--- config.mk ---
export PLATFORM = sky130hd
export DESIGN_NAME = amt_top
export DESIGN_NICKNAME = d
export VERILOG_FILES = /design/src/rtl/amt_pkg.sv /design/src/rtl/amt_div.sv /design/src/rtl/amt_cnt.sv /design/src/rtl/amt_win.sv /design/src/rtl/amt_top.sv
export SDC_FILE = /design/constraint.sdc
export NUM_CORES = 1
export LEC_CHECK = 0
export BUFFER_PORTS_ARGS = -buffer_cell sky130_fd_sc_hd__buf_2
export CORE_MARGIN = 2
export CORE_UTILIZATION = 36
export DETAILED_ROUTE_END_ITERATION = 10
export PLACE_DENSITY = 0.82
export SETUP_SLACK_MARGIN = 0.15
export SLEW_MARGIN = 15
export SYNTH_ARGS = -nofsm -noshare
export SYNTH_HDL_FRONTEND = slang
export SYNTH_SLANG_ARGS = --single-unit
--- constraint.sdc ---
create_clock -name clk_i -period 2.7 [get_ports clk_i]
set_input_delay 0.135 -clock clk_i [delete_from_list [all_inputs] [get_ports clk_i]]
set_output_delay 0.135 -clock clk_i [all_outputs]
set_load 0.03 [all_outputs]
--- src/rtl/amt_pkg.sv ---
package amt_pkg;
  localparam int unsigned REG_W  = 32;
  localparam int unsigned TICK_W = 5;
  localparam int unsigned DIV_W  = 2;
  localparam int unsigned N_STRB = 4;

  // field positions shared with software that packs the timing words
  localparam int unsigned ON_LSB   = 0;
  localparam int unsigned ON_W     = 4;
  localparam int unsigned ROFF_LSB = 8;
  localparam int unsigned WOFF_LSB = 16;
  localparam int unsigned OFF_W    = 5;
  localparam int unsigned WEON_LSB = 16;
  localparam int unsigned WEOFF_LSB= 24;
  localparam int unsigned RLEN_LSB = 0;
  localparam int unsigned WLEN_LSB = 8;
  localparam int unsigned ACC_LSB  = 16;

  typedef logic [TICK_W-1:0] tick_t;
  typedef logic [DIV_W-1:0]  div_t;

  typedef enum int unsigned { S_CS = 0, S_ADV = 1, S_OE = 2, S_WE = 3 } strb_e;

  function automatic tick_t fld(logic [REG_W-1:0] r, int unsigned lsb, int unsigned w);
    logic [REG_W-1:0] s;
    s = (r >> lsb) & ((REG_W'(1) << w) - REG_W'(1));
    return s[TICK_W-1:0];
  endfunction
endpackage

--- src/rtl/amt_div.sv ---
module amt_div
  import amt_pkg::*;
(
  input  logic clk_i,
  input  logic rst_ni,
  input  logic clr_i,
  input  logic run_i,
  input  div_t div_i,
  output logic last_o
);
  div_t ph_q;

  assign last_o = (ph_q == div_i);

  always_ff @(posedge clk_i or negedge rst_ni) begin
    if (!rst_ni)    ph_q <= '0;
    else if (clr_i) ph_q <= '0;
    else if (run_i) ph_q <= last_o ? '0 : ph_q + div_t'(1);
  end
endmodule

--- src/rtl/amt_cnt.sv ---
module amt_cnt
  import amt_pkg::*;
(
  input  logic  clk_i,
  input  logic  rst_ni,
  input  logic  start_i,
  input  logic  last_i,
  input  tick_t len_i,
  output logic  accept_o,
  output logic  busy_o,
  output tick_t tick_o,
  output logic  done_o
);
  logic  busy_q;
  tick_t tick_q;

  assign accept_o = start_i & ~busy_q;
  assign done_o   = busy_q & last_i & (tick_q == len_i);
  assign busy_o   = busy_q;
  assign tick_o   = tick_q;

  always_ff @(posedge clk_i or negedge rst_ni) begin
    if (!rst_ni) begin
      busy_q <= 1'b0;
      tick_q <= '0;
    end else if (accept_o) begin
      busy_q <= 1'b1;
      tick_q <= '0;
    end else if (done_o) begin
      busy_q <= 1'b0;
    end else if (busy_q && last_i) begin
      tick_q <= tick_q + tick_t'(1);
    end
  end
endmodule

--- src/rtl/amt_win.sv ---
module amt_win
  import amt_pkg::*;
(
  input  logic  en_i,
  input  tick_t tick_i,
  input  tick_t on_i,
  input  tick_t off_i,
  output logic  act_o
);
  // empty window when off <= on falls out of the compare naturally
  assign act_o = en_i & (tick_i >= on_i) & (tick_i < off_i);
endmodule

--- src/rtl/amt_top.sv ---
module amt_top
  import amt_pkg::*;
(
  input  logic             clk_i,
  input  logic             rst_ni,
  input  logic             start_i,
  input  logic             wr_i,
  input  logic [REG_W-1:0] div_i,
  input  logic [REG_W-1:0] cs_tim_i,
  input  logic [REG_W-1:0] adv_tim_i,
  input  logic [REG_W-1:0] strb_tim_i,
  input  logic [REG_W-1:0] cyc_tim_i,
  output logic             cs_no,
  output logic             adv_no,
  output logic             oe_no,
  output logic             we_no,
  output logic             cap_o,
  output logic             done_o
);
  logic  accept, busy, last, wr_q, live;
  div_t  div_q;
  tick_t tick, len, acc;

  always_ff @(posedge clk_i or negedge rst_ni) begin
    if (!rst_ni) begin
      wr_q  <= 1'b0;
      div_q <= '0;
    end else if (accept) begin
      wr_q  <= wr_i;
      div_q <= div_i[DIV_W-1:0];
    end
  end

  assign len = wr_q ? fld(cyc_tim_i, WLEN_LSB, OFF_W) : fld(cyc_tim_i, RLEN_LSB, OFF_W);
  assign acc = fld(cyc_tim_i, ACC_LSB, OFF_W);

  amt_div u_div (
    .clk_i  (clk_i),
    .rst_ni (rst_ni),
    .clr_i  (accept),
    .run_i  (busy),
    .div_i  (div_q),
    .last_o (last)
  );

  amt_cnt u_cnt (
    .clk_i    (clk_i),
    .rst_ni   (rst_ni),
    .start_i  (start_i),
    .last_i   (last),
    .len_i    (len),
    .accept_o (accept),
    .busy_o   (busy),
    .tick_o   (tick),
    .done_o   (done_o)
  );

  assign live  = busy & (tick < len);
  assign cap_o = busy & ~wr_q & last & (tick == acc);

  tick_t               on_a  [N_STRB];
  tick_t               off_a [N_STRB];
  logic [N_STRB-1:0]   en_a, act_a;

  always_comb begin
    on_a[S_CS]   = fld(cs_tim_i, ON_LSB, ON_W);
    off_a[S_CS]  = fld(cs_tim_i, wr_q ? WOFF_LSB : ROFF_LSB, OFF_W);
    on_a[S_ADV]  = fld(adv_tim_i, ON_LSB, ON_W);
    off_a[S_ADV] = fld(adv_tim_i, wr_q ? WOFF_LSB : ROFF_LSB, OFF_W);
    on_a[S_OE]   = fld(strb_tim_i, ON_LSB, ON_W);
    off_a[S_OE]  = fld(strb_tim_i, ROFF_LSB, OFF_W);
    on_a[S_WE]   = fld(strb_tim_i, WEON_LSB, ON_W);
    off_a[S_WE]  = fld(strb_tim_i, WEOFF_LSB, OFF_W);
    en_a[S_CS]   = live;
    en_a[S_ADV]  = live;
    en_a[S_OE]   = live & ~wr_q;
    en_a[S_WE]   = live & wr_q;
  end

  for (genvar g = 0; g < N_STRB; g++) begin : g_win
    amt_win u_win (
      .en_i   (en_a[g]),
      .tick_i (tick),
      .on_i   (on_a[g]),
      .off_i  (off_a[g]),
      .act_o  (act_a[g])
    );
  end

  assign cs_no  = ~act_a[S_CS];
  assign adv_no = ~act_a[S_ADV];
  assign oe_no  = ~act_a[S_OE];
  assign we_no  = ~act_a[S_WE];
endmodule

==> results.py <==
metrics = {
    "global_routing": {
        "grt_pass1_vias": 1622,
        "grt_pass1_wl_microns": 7010,
        "grtUsageTotal": 0.170,
        "grt_max_degree": 13,
        "overflow": 0,
        "antenna_found_initial": 0,
    },
    "status": {
        "status": "finished clean",
    },
    "detailed_routing": {
        "dr_total_vias": 1590,
        "drc_errors": 0,
        "drt-pass1-iter-count": 4,
        "viasPerCell": 5.05,
        "drtIter0Drc": 19,
        "wire_per_inst_microns": 13.2,
        "drt-total-wl_microns": 4160,
        "ant_nets": 0,
    },
    "clock_tree": {
        "cts.sinks": 11,
        "clkSlewWorstSetupHoldPaths_ns": 0.05,
        "cts_buffers": 3,
        "clockBufferDepth": 2,
        "cts_tree": "built",
        "cts.htree.levels": 1,
        "clk_latency_ns": 0.23,
        "cts_root_buffer": "clkbuf_8",
    },
    "min_path": {
        "hp-class": "in2reg",
    },
    "worst_setup_path": {
        "path_max_fanout": 7,
        "endpoint_kind": "register",
        "cp.required_ns": 2.82,
        "cp-start-kind": "register",
        "cp_data_arrival_time_ns": 2.47,
        "path_class": "reg2reg",
    },
    "pwr": {
        "clkPwrFrac": 0.080,
        "p_leak_nw": 1.20,
        "p_seq_frac": 0.168,
        "power_switching_w": 0.000989,
        "p_per_area_mw_per_mm2": 953,
        "switching_share": 0.486,
        "peakVddDrop_v": 0.000388,
        "internal_power_w": 0.00105,
        "comb_power_share": 0.752,
    },
    "sta": {
        "setup_ws_ns": 0.348,
        "fin_crit_ns": 2.35,
        "tns_ns": 0,
        "fin_crit_sh": 0.871,
        "finalMaxSlewViolations": 0,
        "whs_ns": 0.105,
        "worst_pin_slew_ns": 0.601,
        "clock_skew_ns": 0.00276,
        "setup_viol": 0,
        "hold_viol": 0,
        "max_freq_mhz": 425,
        "rsz0062_at_grt": "false",
        "max_slew_margin": 0.599,
    },
    "floorplanning": {
        "die-area_sq_mm": 0.00506,
        "fp.dieH_microns": 71.1,
        "core_sq_mm": 0.00435,
        "chipWidth_microns": 71.1,
        "start_util": 0.373,
        "io_pins": 170,
        "row_count": 24,
    },
    "yosys": {
        "syn_area_sq_mm": 0.00162,
        "synth_warnings": 0,
        "ys_types": 31,
        "netlist_instances": 184,
        "avgSynthCellArea_sq_um": 8.82,
        "async_flop_share": 1.00,
        "synth-main-ff-cell": "dfrtp_1",
        "syn_nets": 386,
        "synth-seq-cells": 11,
        "ys_seq_area_frac": 0.170,
        "synth_edf_count": 0,
    },
    "placement": {
        "place_inst": 308,
        "gp_congestion": 0.789,
        "place_ws_ns": 0.246,
        "port_buffers": 72,
        "hpwl_microns": 3500,
    },
    "finish": {
        "area_growth_pct": 31.6,
        "final_cells": 315,
        "drive_gt1_frac": 0.350,
        "antennaDiodeCount": 0,
        "finalNetCount": 466,
    },
    "job": {
        "drv_cap": 0,
    },
}
## flip-flops by register name (all words and copies together), names as in the netlist
| register | count |
|---|---|
| u_cnt.busy_o | 1 |
| div_q | 2 |
| u_div.ph_q | 2 |
| wr_q | 1 |
| u_cnt.tick_o | 5 |
## what timing repair did
| action | CTS | global route |
|---|---|---|
| setup endpoints to repair | 2 | 2 |
| resized for setup | 1 | 0 |
| cloned | 0 | 0 |
| setup buffers | 0 | 2 |
| hold endpoints to repair | 11 | 0 |
| hold buffers | 1 | 0 |
## critical path, cell delays in order (launching register included)
cell and delay (ns):
dfrtp_2 0.41, buf_4 0.16, mux2i_1 0.21, ha_1 0.26
and4_4 0.22, a2111oi_4 0.52, nand2_1 0.14, mux2_4 0.31
## cells by family after synthesis
group                      synth area share
buffers and inverters                0.0779
muxes                                 0.124
and+or+nand+nor                      0.0972
DFF                                   0.170
xor gates and xnor gates             0.0486
adders and majority gates             0.293
AOI/OAI and AO/OA                     0.190
## cells in the final DEF, fill, tap and decap left out, drive strengths merged, types with 3 or more instances in the layout
cell / n
buf: 79
ha: 38
inv: 28
mux2i: 13
o21ai: 11
dfrtp: 11
nand2: 9
nor2: 9
a21oi: 7
a211oi: 7
xnor2: 6
mux2: 6
nand2b: 5
o2111ai: 4
clkbuf: 4
xor2: 3
nand4: 3
a22o: 3
a21o: 3
## Yosys cell counts, drive strengths merged, types with 3 or more instances
master | n | area [sq um]
nand2b | 5 | 31.3
xnor2 | 6 | 52.6
ha | 38 | 475
a22o | 3 | 26.3
a21o | 3 | 23.8
inv | 28 | 105
nor2 | 9 | 33.8
mux2i | 13 | 130
dfrtp | 11 | 275
xor2 | 3 | 26.3
o2111ai | 4 | 35.0
a21oi | 7 | 35.0
o21ai | 11 | 55.1
nand2 | 9 | 33.8
clkbuf | 3 | 11.3
a211oi | 7 | 52.6
nand4 | 3 | 18.8
mux2 | 6 | 71.3
## layout make-up
type	count	area [sq um]
Fill cell	422	2220
Multi-Input combinational cell	140	1220
Inverter	28	105
Tap cell	52	65.1
Timing Repair Buffer	80	423
Clock buffer	4	45.0
Sequential cell	11	277
## worst paths after layout
| path | slack, ns | from | end | cells past startpoint |
|---|---|---|---|---|
| max | 0.35 | wr_q$_DFFE_PN0P_ | u_cnt.tick_o[2]$_DFFE_PN0P_ | 7 |
| min | 0.10 | div_i[1] | div_q[1]$_DFFE_PN0P_ | 3 |
| max reg2reg | 0.35 | wr_q$_DFFE_PN0P_ | u_cnt.tick_o[2]$_DFFE_PN0P_ | 7 |
| min reg2reg | 0.57 | u_div.ph_q[1]$_DFFE_PN0P_ | u_div.ph_q[1]$_DFFE_PN0P_ | 1 |
| max in group asynchronous | 2.17 | rst_ni | wr_q$_DFFE_PN0P_ | 2 |
| min in group asynchronous | 0.31 | rst_ni | u_cnt.busy_o$_DFFE_PN0P_ | 2 |
## routing by layer
metal  vias up  wire length, microns  track usage  share of wire
li1        822                     -            -              -
met1       704                  1880        0.211           0.45
met2        62                  1980        0.309           0.48
met3         2                   282       0.0342          0.068
met4         0                    19       0.0210         0.0046
met5         -                     0            0              0
## metrics by stage
step,util,total power [W],area (sq um)
2_1_floorplan,-,0.00144,1620
6_report,0.491,0.00203,2140
5_1_grt,0.491,0.00226,2140
4_1_cts,0.487,0.00203,2120
3_3_place_gp,0.474,0.00180,2060
3_5_place_dp,0.474,0.00186,2060
## power groups by stage
stage / combinational [W] / sequential [W] / clock (W)
after global routing: 0.00173 / 0.000353 / 0.000174
final: 0.00153 / 0.000342 / 0.000162
after CTS: 0.00151 / 0.000358 / 0.000163
after global placement: 0.00144 / 0.000352 / 0
after detailed placement: 0.00150 / 0.000359 / 0
after floorplan: 0.00110 / 0.000345 / 0
(Power assumes the default switching activity.)
